### config.mk
export PLATFORM = sky130hd
export DESIGN_NAME = instr_cycle_ctrl
export DESIGN_NICKNAME = d
export VERILOG_FILES = /design/src/rtl/icc_pkg.sv /design/src/rtl/icc_sequencer.sv /design/src/rtl/icc_datapath.sv /design/src/rtl/instr_cycle_ctrl.sv
export SDC_FILE = /design/constraint.sdc
export NUM_CORES = 1
export LEC_CHECK = 0
export BUFFER_PORTS_ARGS = -buffer_cell sky130_fd_sc_hd__buf_4
export CAP_MARGIN = 0
export CORE_MARGIN = 10
export CORE_UTILIZATION = 30
export CTS_CLUSTER_DIAMETER = 80
export DETAILED_ROUTE_END_ITERATION = 8
export PLACE_DENSITY = 0.52
export SYNTH_ARGS = -nofsm -noshare
export SYNTH_HDL_FRONTEND = slang
export SYNTH_HIERARCHICAL = 1
export SYNTH_SLANG_ARGS = --single-unit
### constraint.sdc
create_clock -name clk -period 4.1 [get_ports clk]
set_input_delay 1.23 -clock clk [delete_from_list [all_inputs] [get_ports clk]]
set_output_delay 1.23 -clock clk [all_outputs]
set_load 0.03 [all_outputs]
### src/rtl/icc_pkg.sv
package icc_pkg;

  typedef enum logic [1:0] {
    PH_FETCH = 2'd0,
    PH_IND   = 2'd1,
    PH_EXEC  = 2'd2,
    PH_INTR  = 2'd3
  } phase_e;

  localparam int OP_W = 3;

  localparam logic [OP_W-1:0] OP_LOAD  = 3'd0;
  localparam logic [OP_W-1:0] OP_STORE = 3'd1;
  localparam logic [OP_W-1:0] OP_JUMP  = 3'd2;
  localparam logic [OP_W-1:0] OP_IEN   = 3'd3;

  // last step index of the execute subcycle for a given opcode
  function automatic logic [1:0] exec_last(input logic [OP_W-1:0] op);
    case (op)
      OP_LOAD:  exec_last = 2'd3;
      OP_STORE: exec_last = 2'd2;
      default:  exec_last = 2'd0;
    endcase
  endfunction

endpackage

### src/rtl/icc_sequencer.sv
module icc_sequencer
  import icc_pkg::*;
(
  input  logic            clk,
  input  logic            rst_n,
  input  logic            ind_flag_i,
  input  logic [OP_W-1:0] opcode_i,
  input  logic            irq_i,
  input  logic            ien_i,
  output phase_e          phase_o,
  output logic [1:0]      step_o
);

  localparam logic [1:0] FETCH_LAST = 2'd3;
  localparam logic [1:0] IND_LAST   = 2'd2;
  localparam logic [1:0] INTR_LAST  = 2'd1;

  phase_e     phase_q, phase_d;
  logic [1:0] step_q, step_d;

  always_comb begin
    phase_d = phase_q;
    step_d  = step_q + 2'd1;
    case (phase_q)
      PH_FETCH: if (step_q == FETCH_LAST) begin
        phase_d = ind_flag_i ? PH_IND : PH_EXEC;
        step_d  = 2'd0;
      end
      PH_IND: if (step_q == IND_LAST) begin
        phase_d = PH_EXEC;
        step_d  = 2'd0;
      end
      PH_EXEC: if (step_q == exec_last(opcode_i)) begin
        phase_d = (irq_i && ien_i) ? PH_INTR : PH_FETCH;
        step_d  = 2'd0;
      end
      PH_INTR: if (step_q == INTR_LAST) begin
        phase_d = PH_FETCH;
        step_d  = 2'd0;
      end
      default: begin
        phase_d = PH_FETCH;
        step_d  = 2'd0;
      end
    endcase
  end

  always_ff @(posedge clk or negedge rst_n) begin
    if (!rst_n) begin
      phase_q <= PH_FETCH;
      step_q  <= 2'd0;
    end else begin
      phase_q <= phase_d;
      step_q  <= step_d;
    end
  end

  assign phase_o = phase_q;
  assign step_o  = step_q;


  ind_entry_chk: assert property (@(posedge clk) disable iff (!rst_n)
    (phase_q == PH_IND && $past(phase_q) != PH_IND) |-> $past(phase_q) == PH_FETCH);


  exec_entry_chk: assert property (@(posedge clk) disable iff (!rst_n)
    (phase_q == PH_EXEC && $past(phase_q) != PH_EXEC) |->
      ($past(phase_q) == PH_FETCH || $past(phase_q) == PH_IND));


  intr_entry_chk: assert property (@(posedge clk) disable iff (!rst_n)
    (phase_q == PH_INTR && $past(phase_q) != PH_INTR) |->
      ($past(phase_q) == PH_EXEC && $past(irq_i) && $past(ien_i)));

endmodule

### src/rtl/icc_datapath.sv
module icc_datapath
  import icc_pkg::*;
#(
  parameter int              DATA_W       = 16,
  parameter int              ADDR_W       = 12,
  parameter logic [ADDR_W-1:0] SAVE_ADDR    = 12'h0FE,
  parameter logic [ADDR_W-1:0] HANDLER_ADDR = 12'h0C0
) (
  input  logic              clk,
  input  logic              rst_n,
  input  phase_e            phase_i,
  input  logic [1:0]        step_i,
  input  logic [DATA_W-1:0] mem_rdata_i,
  output logic [ADDR_W-1:0] mem_addr_o,
  output logic              mem_rd_o,
  output logic              mem_wr_o,
  output logic [DATA_W-1:0] mem_wdata_o,
  output logic              ind_flag_o,
  output logic [OP_W-1:0]   opcode_o,
  output logic              ien_o
);

  localparam int IND_BIT = ADDR_W;
  localparam int PAD_W   = DATA_W - ADDR_W;

  logic [ADDR_W-1:0] pc_q, pc_d, mar_q, mar_d;
  logic [DATA_W-1:0] mbr_q, mbr_d, ir_q, ir_d, acc_q, acc_d;
  logic              ien_q, ien_d;
  logic              pc_en, mar_en, mbr_en, ir_en, acc_en, ien_en;
  logic [OP_W-1:0]   op;
  logic [ADDR_W-1:0] ea;

  assign op = ir_q[DATA_W-1 -: OP_W];
  assign ea = mbr_q[ADDR_W-1:0];

  always_comb begin
    pc_en = 1'b0;  pc_d  = pc_q;
    mar_en = 1'b0; mar_d = mar_q;
    mbr_en = 1'b0; mbr_d = mbr_q;
    ir_en = 1'b0;  ir_d  = ir_q;
    acc_en = 1'b0; acc_d = acc_q;
    ien_en = 1'b0; ien_d = ien_q;
    mem_rd_o = 1'b0;
    mem_wr_o = 1'b0;
    case (phase_i)
      PH_FETCH: case (step_i)
        2'd0: begin mar_en = 1'b1; mar_d = pc_q; end
        2'd1: begin mem_rd_o = 1'b1; pc_en = 1'b1; pc_d = pc_q + 1'b1; end
        2'd2: begin mbr_en = 1'b1; mbr_d = mem_rdata_i; end
        default: begin ir_en = 1'b1; ir_d = mbr_q; end
      endcase
      PH_IND: case (step_i)
        2'd0: begin mar_en = 1'b1; mar_d = ea; end
        2'd1: mem_rd_o = 1'b1;
        default: begin mbr_en = 1'b1; mbr_d = mem_rdata_i; end
      endcase
      PH_EXEC: case (step_i)
        2'd0: begin
          mar_en = 1'b1; mar_d = ea;
          if (op == OP_JUMP) begin pc_en = 1'b1; pc_d = ea; end
          if (op == OP_IEN) begin ien_en = 1'b1; ien_d = 1'b1; end
        end
        2'd1: begin
          if (op == OP_LOAD) mem_rd_o = 1'b1;
          if (op == OP_STORE) begin mbr_en = 1'b1; mbr_d = acc_q; end
        end
        2'd2: begin
          if (op == OP_LOAD) begin mbr_en = 1'b1; mbr_d = mem_rdata_i; end
          if (op == OP_STORE) mem_wr_o = 1'b1;
        end
        default: if (op == OP_LOAD) begin acc_en = 1'b1; acc_d = mbr_q; end
      endcase
      PH_INTR: case (step_i)
        2'd0: begin
          mbr_en = 1'b1; mbr_d = {{PAD_W{1'b0}}, pc_q};
          mar_en = 1'b1; mar_d = SAVE_ADDR;
        end
        default: begin
          mem_wr_o = 1'b1;
          pc_en = 1'b1;  pc_d  = HANDLER_ADDR;
          ien_en = 1'b1; ien_d = 1'b0;
        end
      endcase
      default: ;
    endcase
  end

  always_ff @(posedge clk or negedge rst_n) begin
    if (!rst_n) begin
      pc_q  <= '0;
      mar_q <= '0;
      mbr_q <= '0;
      ir_q  <= '0;
      acc_q <= '0;
      ien_q <= 1'b0;
    end else begin
      if (pc_en)  pc_q  <= pc_d;
      if (mar_en) mar_q <= mar_d;
      if (mbr_en) mbr_q <= mbr_d;
      if (ir_en)  ir_q  <= ir_d;
      if (acc_en) acc_q <= acc_d;
      if (ien_en) ien_q <= ien_d;
    end
  end

  assign mem_addr_o  = mar_q;
  assign mem_wdata_o = mbr_q;
  assign ind_flag_o  = mbr_q[IND_BIT];
  assign opcode_o    = op;
  assign ien_o       = ien_q;


  pc_step_chk: assert property (@(posedge clk) disable iff (!rst_n)
    (phase_i == PH_FETCH && step_i == 2'd1) |=> pc_q == $past(pc_q) + 1'b1);


  rd_capture_chk: assert property (@(posedge clk) disable iff (!rst_n)
    mem_rd_o |=> (mbr_en && mbr_d == mem_rdata_i));


  handler_chk: assert property (@(posedge clk) disable iff (!rst_n)
    (phase_i == PH_INTR && mem_wr_o) |=> (pc_q == HANDLER_ADDR && !ien_q));


  strobe_excl_chk: assert property (@(posedge clk) disable iff (!rst_n)
    !(mem_rd_o && mem_wr_o));

endmodule

### src/rtl/instr_cycle_ctrl.sv
module instr_cycle_ctrl
  import icc_pkg::*;
#(
  parameter int                DATA_W       = 16,
  parameter int                ADDR_W       = 12,
  parameter logic [ADDR_W-1:0] SAVE_ADDR    = 12'h0FE,
  parameter logic [ADDR_W-1:0] HANDLER_ADDR = 12'h0C0
) (
  input  logic              clk,
  input  logic              rst_n,
  input  logic              irq_pending,
  output logic [ADDR_W-1:0] mem_addr,
  output logic              mem_rd,
  output logic              mem_wr,
  output logic [DATA_W-1:0] mem_wdata,
  input  logic [DATA_W-1:0] mem_rdata,
  output logic [1:0]        phase_o
);

  phase_e          phase;
  logic [1:0]      step;
  logic            ind_flag;
  logic            ien;
  logic [OP_W-1:0] opcode;

  icc_sequencer u_seq (
    .clk        (clk),
    .rst_n      (rst_n),
    .ind_flag_i (ind_flag),
    .opcode_i   (opcode),
    .irq_i      (irq_pending),
    .ien_i      (ien),
    .phase_o    (phase),
    .step_o     (step)
  );

  icc_datapath #(
    .DATA_W       (DATA_W),
    .ADDR_W       (ADDR_W),
    .SAVE_ADDR    (SAVE_ADDR),
    .HANDLER_ADDR (HANDLER_ADDR)
  ) u_dp (
    .clk         (clk),
    .rst_n       (rst_n),
    .phase_i     (phase),
    .step_i      (step),
    .mem_rdata_i (mem_rdata),
    .mem_addr_o  (mem_addr),
    .mem_rd_o    (mem_rd),
    .mem_wr_o    (mem_wr),
    .mem_wdata_o (mem_wdata),
    .ind_flag_o  (ind_flag),
    .opcode_o    (opcode),
    .ien_o       (ien)
  );

  assign phase_o = phase;

endmodule

Word-level counts from Yosys, hierarchy flattened
Cells that the tools add are included.
Widths: inputs -> output; s select.

word-level totals
  register bits = 77
  bits in latches = 0
  bits in writable memories = 0
  ROM bits = 0
  output and inout port bits = 32
  word-level logic and storage cells = 114
  memories kept = 0

operators by class
  add/subtract/negate cells = 2
  $mul = 0
  div/mod/pow operators = 0
  order comparisons = 0
  equal/unequal tests = 27
  shift operators = 0
  muxes and demuxes = 58
  bitwise operators = 1
  reductions and logical operators = 18

operators with widths
  cell                   number
  $mux 12                7
  $mux 16                5
  $pmux 12 s3            2
  $pmux 16 s4            1
  $pmux 16 s2            1
  $mux 2                 11
  $mux 1                 21
  $ne 2x1->1 const B     9
  $pmux 2 s4             2
  $add 12x1->12 const B  1
  $reduce_and 4->1       3
  $ne 2x2->1 const B     5
  $pmux 1 s2             5
  $eq 2x2->1 const B     4
  $reduce_and 7->1       1
  $eq 3x2->1 const B     2
  $ne 3x2->1 const B     2
  $reduce_and 6->1       1
  $reduce_or 2->1        3
  $reduce_and 5->1       1
  $eq 2x1->1 const B     2
  $logic_not 2->1        2
  $pmux 1 s4             1
  $pmux 2 s2             1
  other kinds (13)       13

Depth between registers and ports, before layout
Gate-level depths: netlist (run 1).

  depth after elaboration = 6
  depth in mapped cells = 8
  depth with buffers taken out = 6

Hierarchy
The synthesis (run 1) kept the hierarchy.

modules (own cells, without submodules)
  module         instances  cells each  area an instance (um^2)  sequential area each (um^2)
  icc_datapath   1          324         3326.9                   1501.4
  icc_sequencer  1          41          390.4                    100.1

Least setup slack after synthesis (run 1)
OpenSTA, ideal clock, no wires.

  path kind = reg2out
  start = reg u_seq.phase_q[0], in the netlist u_seq/phase_o[0]
  end = out mem_rd
  arrival = 2219 ps
  required time = 2870 ps
  slack = 651 ps
  stages on the path, launching flop included = 7
  buffers on the path = 2
  cell sequence = dfrtp_1 inv_1 ha_1 clkbuf_1 clkbuf_1 a211oi_1 nor3b_1

between the ends
  longest elaborated chain between the ends = 3
  elaborated cells on any way between the ends = 5
  those cells by class = eq/ne (2); mux (1); reduce/logical (2)

ends and longest elaborated chain
  item                                           line                    RTL
  start: declaration                             icc_sequencer.sv:18     phase_e phase_q, phase_d;
  start signal: assignment                       icc_sequencer.sv:53     phase_q <= phase_d;
  $eq 2x1->1 or $logic_not 2->1 (tied branches)  icc_datapath.sv:45      case (phase_i)
  $reduce_or 2->1 (no line)                      --
  $pmux 1 s2 (*)                                 icc_datapath.sv:45
  end: declaration                               instr_cycle_ctrl.sv:13  output logic mem_rd,

Every way passes the cells marked *; elsewhere a longest branch is shown, timed or not.

Final worst setup path (run 1)
  start = reg u_seq.step_q[0], in the netlist u_seq/step_o[0]
  end = out mem_wr

between the ends
  longest elaborated chain between the ends = 3
  elaborated cells on any way between the ends = 5
  those cells by class = eq/ne (1); mux (3); reduce/logical (1)

ends and longest elaborated chain
  item                                           line                                    RTL
  start: declaration                             icc_sequencer.sv:19                     logic [1:0] step_q, step_d;
  start signal: assignment                       icc_sequencer.sv:54                     step_q <= step_d;
  $eq 2x2->1 or $logic_not 2->1 (tied branches)  icc_datapath.sv:57, icc_datapath.sv:73
  $mux 1, on equally long branches               icc_datapath.sv:57, icc_datapath.sv:73
  $pmux 1 s2 (*)                                 icc_datapath.sv:45
  end: declaration                               instr_cycle_ctrl.sv:14                  output logic mem_wr,

Marks and branches as above.

==> summary.md, run 1 <==
| Metric | Value |
|---|---|
| CP max stage cell | `dfrtp_1` |
| Final Cycle Share | `78.4%` |
| Met1 WL | `5.07 mm` |
| Area leader, netlist | `dfrtp_1` |
| Ranking of synthesized cells by area | `dfrtp_1, mux2_2, ha_1, mux2i_1, a21oi_1` |
| Final min period | `3.21 ns` |
| Share of cells above drive strength 1 | `28.6%` |
| RD Place Congestion | `0.823` |
| Die ar. | `17200 um2` |
| Die width | `131 um` |
| Nets@finish | `447` |
| HPWL after DPL | `7.04 mm` |
| Cell count after synthesis | `365` |
| Diodes inserted | `0` |
| Crit path buffers/inverters | `3` |
| Main synth FF type | `dfrtp_1` |
| Syn_nets | `400` |
| Core area | `12100 um2` |
| Worst setup path start | `u_seq/step_o[0]` |
| Layout area overhead | `21.7%` |
| Met2 wire length | `4.57 mm` |
| CTS Hold Bufs | `0` |
| Seq pwr share | `29.4%` |
| # rows | `40` |
| FF-to-FF setup slack | `1.36 ns` |
| Fmax | `311 MHz` |
| Worst min-delay path class | `flop to flop` |
| Mapped Area | `3720 um2` |
| Count of cell types in the netlist | `50` |
| Avg Cell Area, Syn | `10.2 um2` |
| Internal | `0.00246 W` |
| CP required | `2.87 ns` |
| Worst Hold Depth | `2` |
| Max-Cap Viols | `0` |
| Crit-path cells | `inv_1 -> ha_1 -> buf_4 -> nand2_1 -> o21ai_0 -> buf_4` |
| Grt total ovfl | `0` |
| Metal3 WL | `615 um` |
| IO Pins | `51` |
| Largest net degree at the start of global routing | `65` |
| Crit Reg-Reg Startpoint | `u_seq/phase_o[0]` |
| Root Buffer | `clkbuf_16` |
| R2R cell count | `7` |
| Switching share of power | `46.2%` |
| Initial Utilization | `30.8%` |
| Critical path capture point type | `output port` |
| Initial antenna violation count | `0` |
| Vias after detailed routing | `2983` |
| First-pass GRT wire length | `17.0 mm` |
| Top cells by instance count after synthesis | `dfrtp_1, mux2_2, nand2_1` |
| Clock-pin slew on the worst setup and hold paths | `0.05 ns` |
| Slowest stage delay, CP | `0.49 ns` |
| Crit-path leading delay family | `buffers and inverters` |
| Worst Skew | `0.00687 ns` |
| Min-delay src | `u_dp/acc_q[10]` |
| Outcome | `finished, final reports clean` |
| Logic pwr share | `55.9%` |
| Worst Max-Slew Pin Slew | `0.834 ns` |
| Clock Sink Count | `64` |
| Final Hold Vio Count | `0` |
| EDFF count, synth | `0` |
| Max Used Layer | `met4` |
| H-tree depth | `3` |
| Iteration-0 DRC Markers | `255` |
| Final Slew Violations | `0` |
| Flop and latch count out of synthesis | `64` |
| Top-count cell post-synth | `dfrtp_1` |
| Crit-path max FO | `14` |
| Async SR Flop Fraction | `100%` |
| Pwr/cell area | `1010 nW/um2` |
| Clock Latency Late Sink | `0.32 ns` |
| Number of global-route vias before repair | `3083` |
| Hold worst-path end | `u_dp/acc_q[10]` |
| Post-cts sizing count | `0` |
| Post-route ant nets | `0` |
| Max-Slew Margin vs Limit | `44.4%` |
| Crit path DAT | `1.98 ns` |
| CTS Buf Count | `9` |
| Largest vdd supply drop | `0.261 mV` |
| Crit start category | `flop` |
| Layout Cell Area excl Fill | `4530 um2` |
| Clock tree buffer depth | `2` |
| Synth warn | `6` |
| Worst r2r dst | `u_dp/pc_q[8]` |
| Leakage power | `1.96 nW` |
| DR DRC count | `0` |
| Switching pwr | `0.00211 W` |
| Critical path type | `flop to output port` |
| Endpoints failing setup | `0` |
| Vias per cell | `5.11` |
| TritonCTS clock tree | `done` |
| RSZ-0062 raised after global routing | `no` |
| Post-synthesis sequential area ratio | `43.1%` |
| Dpl cell area | `4270 um2` |
| Routed WL per cell | `17.8 um` |
| Gr usage total | `11.9%` |
| Share of the synthesized area in the top cell type | `43.1%` |
| # port buffers | `50` |
| Setup TNS | `0 ns` |
| 1st-pass router iterations | `5` |
| Setup Fix Bufs, Post-CTS | `0` |
| Die Ht | `131 um` |
| Clock network fraction of design power | `14.6%` |
| Top cell by count, worst path | `buf_4` |
| Final WL | `10.4 mm` |
[cell type report]
type,instances,area [um2]
clock buffers,11,233
multi-input cells,263,1960
clock inverters,4,22.5
fillers,1215,7540
flip-flops and latches,64,1600
well taps,168,210
inverters,14,52.6
repair buffers,60,450
[cell families after synthesis]
| logic type | after synthesis | synth area share [%] |
|---|---|---|
| AOI/OAI and AO/OA | 108 | 19.5 |
| and+or+nand+nor | 85 | 11.1 |
| DFF | 64 | 43.1 |
| muxes | 53 | 16.4 |
| buffers and inverters | 38 | 4.31 |
| adders and majority gates | 16 | 5.39 |
| xor gates and xnor gates | 1 | 0.236 |
[state kept, by name (all words and copies together) (netlist names)]
signal	cells
u_seq/phase_o	2
u_dp/mem_addr_o	12
u_dp/pc_q	12
u_dp/ien_o	1
u_dp/ir_q	3
u_dp/mem_wdata_o	16
u_seq/step_o	2
u_dp/acc_q	16
[metal layers]
metal	vias to the layer above	track usage [%]
li1	1433	-
met5	-	0
met2	96	17.4
met1	1447	16.1
met4	0	4.08
met3	7	3.81
[power groups by stage]
stage / sequential (W) / clock, W / combinational [W]
4_1_cts: 0.00135 / 0.000689 / 0.00257
2_1_floorplan: 0.00149 / 0 / 0.00162
5_1_grt: 0.00140 / 0.000725 / 0.00281
3_5_place_dp: 0.00136 / 0 / 0.00256
6_report: 0.00135 / 0.000669 / 0.00256
3_3_place_gp: 0.00134 / 0 / 0.00254
[worst register-to-register path, cell delays in order (launching register included)]
cell	delay [ns]
dfrtp_1	0.60
inv_1	0.13
ha_1	0.26
buf_4	0.22
or2_2	0.44
o221a_2	0.41
and2_0	0.32
a22o_1	0.26
[through the flow]
| step | cells | total power, W | hold WS (ns) | worst slack, ns | util (%) |
|---|---|---|---|---|---|
| after floorplan | 365 | 0.00311 | 0.450 | 0.651 | - |
| after global placement | 569 | 0.00388 | 0.464 | 1.22 | 35.4 |
| after detailed placement | 569 | 0.00392 | 0.476 | 1.18 | 35.4 |
| after CTS | 584 | 0.00461 | 0.487 | 0.818 | 37.5 |
| after global routing | 584 | 0.00494 | 0.511 | 0.727 | 37.5 |
| final | 584 | 0.00458 | 0.486 | 0.886 | 37.5 |
[layout by cell type (no fill, tap or decap), types with 2 or more instances in the layout]
cell,n
nand4_1,3
a21boi_0,2
clkbuf_1,2
a222oi_1,2
a31oi_1,7
ha_1,16
o2bb2ai_1,6
nor3_1,7
nor2_1,20
or3b_1,2
a22oi_1,14
nand3_1,8
clkbuf_16,9
o211ai_1,5
nand2b_1,4
a211oi_1,2
mux2_4,8
o21ai_0,27
dfrtp_1,64
clkinv_2,3
nand2_1,28
a21oi_1,27
a22o_1,5
mux2_2,31
buf_4,60
mux2i_1,14
or2_2,3
inv_1,14
or3_1,2
[how the worst max path moves through the flow]
stage / endpoint / slack (ns) / cells past startpoint
2_1_floorplan: mem_rd / 0.65 / 6
3_3_place_gp: mem_wr / 1.22 / 6
3_5_place_dp: mem_wr / 1.18 / 6
4_1_cts: mem_wr / 0.82 / 6
5_1_grt: mem_wr / 0.73 / 6
6_report: mem_wr / 0.89 / 6
Note: power is estimated with default switching activity, not from simulation.
==> run 2: changes to the inputs <==
--- a/config.mk
+++ b/config.mk
@@ -11,7 +11,7 @@
 export CORE_UTILIZATION = 30
 export CTS_CLUSTER_DIAMETER = 80
 export DETAILED_ROUTE_END_ITERATION = 8
-export PLACE_DENSITY = 0.52
+export PLACE_DENSITY = 0.54
 export SYNTH_ARGS = -nofsm -noshare
 export SYNTH_HDL_FRONTEND = slang
 export SYNTH_HIERARCHICAL = 1
==> constraint.sdc (replaced) <==
create_clock -name clk -period 2.58 [get_ports clk]
set_input_delay 0.774 -clock clk [delete_from_list [all_inputs] [get_ports clk]]
set_output_delay 0.774 -clock clk [all_outputs]
set_load 0.03 [all_outputs]
==> run 2 against run 1 <==
Register-to-register slack got worse by 0.99 ns. First-iteration DRC count decreased by 23%. Clock power increased by 85%. Clock-buffer cell count decreased by 1. Utilization increased by 0.88 points. Critical path depth decreased by 1. Sequential power increased by 57%. Critical endpoint is now mem_rd. Largest cell class unchanged. Highest routed layer unchanged.
==> summary.md, run 2 (same netlist as run 1, synthesis figures left out) <==
| Metric | Value |
|---|---|
| Clock tree buffer depth | `2 (unchanged)` |
| Fmax | `406 MHz` |
| Crit start category | `flop (unchanged)` |
| Final Slew Violations | `0 (unchanged)` |
| Layout Cell Area excl Fill | `4630 um2 (was 4530 um2)` |
| Nets@finish | `451 (was 447)` |
| FF-to-FF setup slack | `0.37 ns (was 1.36 ns)` |
| Clock Latency Late Sink | `0.34 ns (was 0.32 ns)` |
| Die Ht | `131 um (unchanged)` |
| Min-delay src | `u_dp/acc_q[11] (was u_dp/acc_q[10])` |
| Iteration-0 DRC Markers | `197 (was 255)` |
| TritonCTS clock tree | `done (unchanged)` |
| Max-Cap Viols | `0 (unchanged)` |
| Crit-path cells | `buf_4 -> ha_1 -> a211oi_1 -> nor3b_2 -> buf_4 (was inv_1 -> ha_1 -> buf_4 -> nand2_1 -> o21ai_0 -> buf_4)` |
| Initial antenna violation count | `0 (unchanged)` |
| Core area | `12100 um2 (unchanged)` |
| R2R cell count | `7 (unchanged)` |
| CP max stage cell | `dfrtp_1 (unchanged)` |
| 1st-pass router iterations | `4 (was 5)` |
| Clock Sink Count | `64 (unchanged)` |
| Vias per cell | `5.08 (was 5.11)` |
| Final Hold Vio Count | `0 (unchanged)` |
| Vias after detailed routing | `2995 (was 2983)` |
| Worst Skew | `0.0106 ns (was 0.00687 ns)` |
| Initial Utilization | `30.8% (unchanged)` |
| Die ar. | `17200 um2 (unchanged)` |
| Crit Reg-Reg Startpoint | `u_seq/phase_o[0] (unchanged)` |
| RD Place Congestion | `0.856 (was 0.823)` |
| # port buffers | `50 (unchanged)` |
| CTS Buf Count | `9 (unchanged)` |
| Final Cycle Share | `95.6%` |
| DR DRC count | `0 (unchanged)` |
| Worst Max-Slew Pin Slew | `0.825 ns (was 0.834 ns)` |
| Dpl cell area | `4320 um2 (was 4270 um2)` |
| CP required | `1.81 ns (was 2.87 ns)` |
| Leakage power | `1.99 nW (was 1.96 nW)` |
| Final WL | `9.79 mm (was 10.4 mm)` |
| Endpoints failing setup | `0 (unchanged)` |
| Crit path DAT | `1.69 ns (was 1.98 ns)` |
| Fin util | `38.4% (was 37.5%)` |
| Root Buffer | `clkbuf_16 (unchanged)` |
| Final-layout fill cell count | `1196 (was 1215)` |
| First-pass GRT wire length | `16.3 mm (was 17.0 mm)` |
| Hold worst-path end | `u_dp/acc_q[11] (was u_dp/acc_q[10])` |
| Critical path type | `flop to output port (unchanged)` |
| Largest vdd supply drop | `0.538 mV (was 0.261 mV)` |
| Pwr Total | `0.00747 W (was 0.00458 W)` |
| Post-route ant nets | `0 (unchanged)` |
| H-tree depth | `3 (unchanged)` |
| Largest net degree at the start of global routing | `65 (unchanged)` |
| Max-Slew Margin vs Limit | `45.0% (was 44.4%)` |
| Setup Fix Bufs, Post-CTS | `0 (unchanged)` |
| Crit-path max FO | `12 (was 14)` |
| Final min period | `2.47 ns` |
| Cells after DPL | `573 (was 569)` |
| Layout Cells excl Fill | `589 (was 584)` |
| Gr usage total | `11.4% (was 11.9%)` |
| Critical path capture point type | `output port (unchanged)` |
| Outcome | `finished, final reports clean (unchanged)` |
| Worst min-delay path class | `flop to flop (unchanged)` |
| Clock-pin slew on the worst setup and hold paths | `0.06 ns (was 0.05 ns)` |
| # rows | `40 (unchanged)` |
| Number of global-route vias before repair | `3028 (was 3083)` |
| Pwr/cell area | `1610 nW/um2 (was 1010 nW/um2)` |
| Slowest stage delay, CP | `0.38 ns (was 0.49 ns)` |
| Diodes inserted | `0 (unchanged)` |
| Worst Hold Depth | `2 (unchanged)` |
| Crit-path leading delay family | `flip-flops (was buffers and inverters)` |
| Crit path buffers/inverters | `2 (was 3)` |
| RSZ-0062 raised after global routing | `no (unchanged)` |
| Worst r2r dst | `u_dp/pc_q[8] (unchanged)` |
| IO Pins | `51 (unchanged)` |
| Layout area overhead | `24.6% (was 21.7%)` |
| Most frequent cells in the layout | `buf_4, dfrtp_1, mux2_2 (was dfrtp_1, buf_4, mux2_2)` |
| HPWL after DPL | `7.09 mm (was 7.04 mm)` |
| Die width | `131 um (unchanged)` |
| Routed WL per cell | `16.6 um (was 17.8 um)` |
| Share of cells above drive strength 1 | `30.6% (was 28.6%)` |
| Top cell by count, worst path | `buf_4 (unchanged)` |
| Grt total ovfl | `0 (unchanged)` |
==> run 2: cell types whose count changed in the layout (fill, tap and decap cells not counted), sizes merged <==
cell,change
buf,+4
clkinvlp,+3
clkbuf,-1
clkinv,-2
bufinv,+1
==> run 2: cell type report <==
class / instances / area, um2 / area share [%]
repair buffers: 64 / 493 / 10.6
clock buffers: 10 / 239 / 5.16
flip-flops and latches: 64 / 1600 / 34.6
inverters: 14 / 52.6 / 1.13
clock inverters: 6 / 68.8 / 1.49
well taps: 168 / 210 / 4.54
multi-input cells: 263 / 1970 / 42.4
==> run 2: how the worst max path moves through the flow <==
| stage | startpoint | end | slack, ns | cells after the start |
|---|---|---|---|---|
| finish | u_seq/phase_o[0] | mem_rd | 0.11 | 5 |
| detailed placement | u_seq/step_o[0] | u_dp/mem_wdata_o[1] | 0.32 | 7 |
| global route | u_seq/step_o[0] | mem_wr | 0.006 | 5 |
| CTS | u_seq/phase_o[0] | mem_rd | 0.1 | 5 |
| global placement | u_dp/ir_q[14] | mem_rd | 0.41 | 4 |
| floorplan | u_seq/phase_o[0] | mem_rd | -0.06 | 6 |
==> run 2: report_power, final <==
| group | internal [W] | switching, W |
|---|---|---|
| combinational | 0.00184 | 0.00228 |
| sequential | 0.00153 | 0.000591 |
| clock | 0.000775 | 0.000464 |
| total | 0.00414 | 0.00334 |
==> run 2: stage by stage <==
| step | TNS, ns | hold slack, ns | worst slack, ns |
|---|---|---|---|
| 2_1_floorplan | -0.0603 | 0.450 | -0.0603 |
| 3_3_place_gp | 0 | 0.463 | 0.415 |
| 3_5_place_dp | 0 | 0.472 | 0.324 |
| 4_1_cts | 0 | 0.484 | 0.0953 |
| 5_1_grt | 0 | 0.514 | 0.00586 |
| 6_report | 0 | 0.482 | 0.114 |
==> run 2: routing by layer <==
metal	global-route usage, %	part of all wire, %
met5	0	0
met4	4.70	1.8
met3	2.55	5.1
met2	17.0	44
met1	15.5	49
==> run 2: timing repair <==
| action | in CTS | in global routing |
|---|---|---|
| endpoints found under the hold margin | 0 | 0 |
| gates resized for setup | 1 | 1 |
| setup endpoints to repair | 1 | 1 |
| hold buffers | 0 | 0 |
==> run 2: worst register-to-register path: cells and delay by family, from the launching register on <==
family                     cells  cell delay (ns)
and+or+nand+nor                1             0.31
buffers and inverters          3             0.43
adders and majority gates      1             0.32
DFF                            1             0.38
AOI/OAI and AO/OA              2             0.66
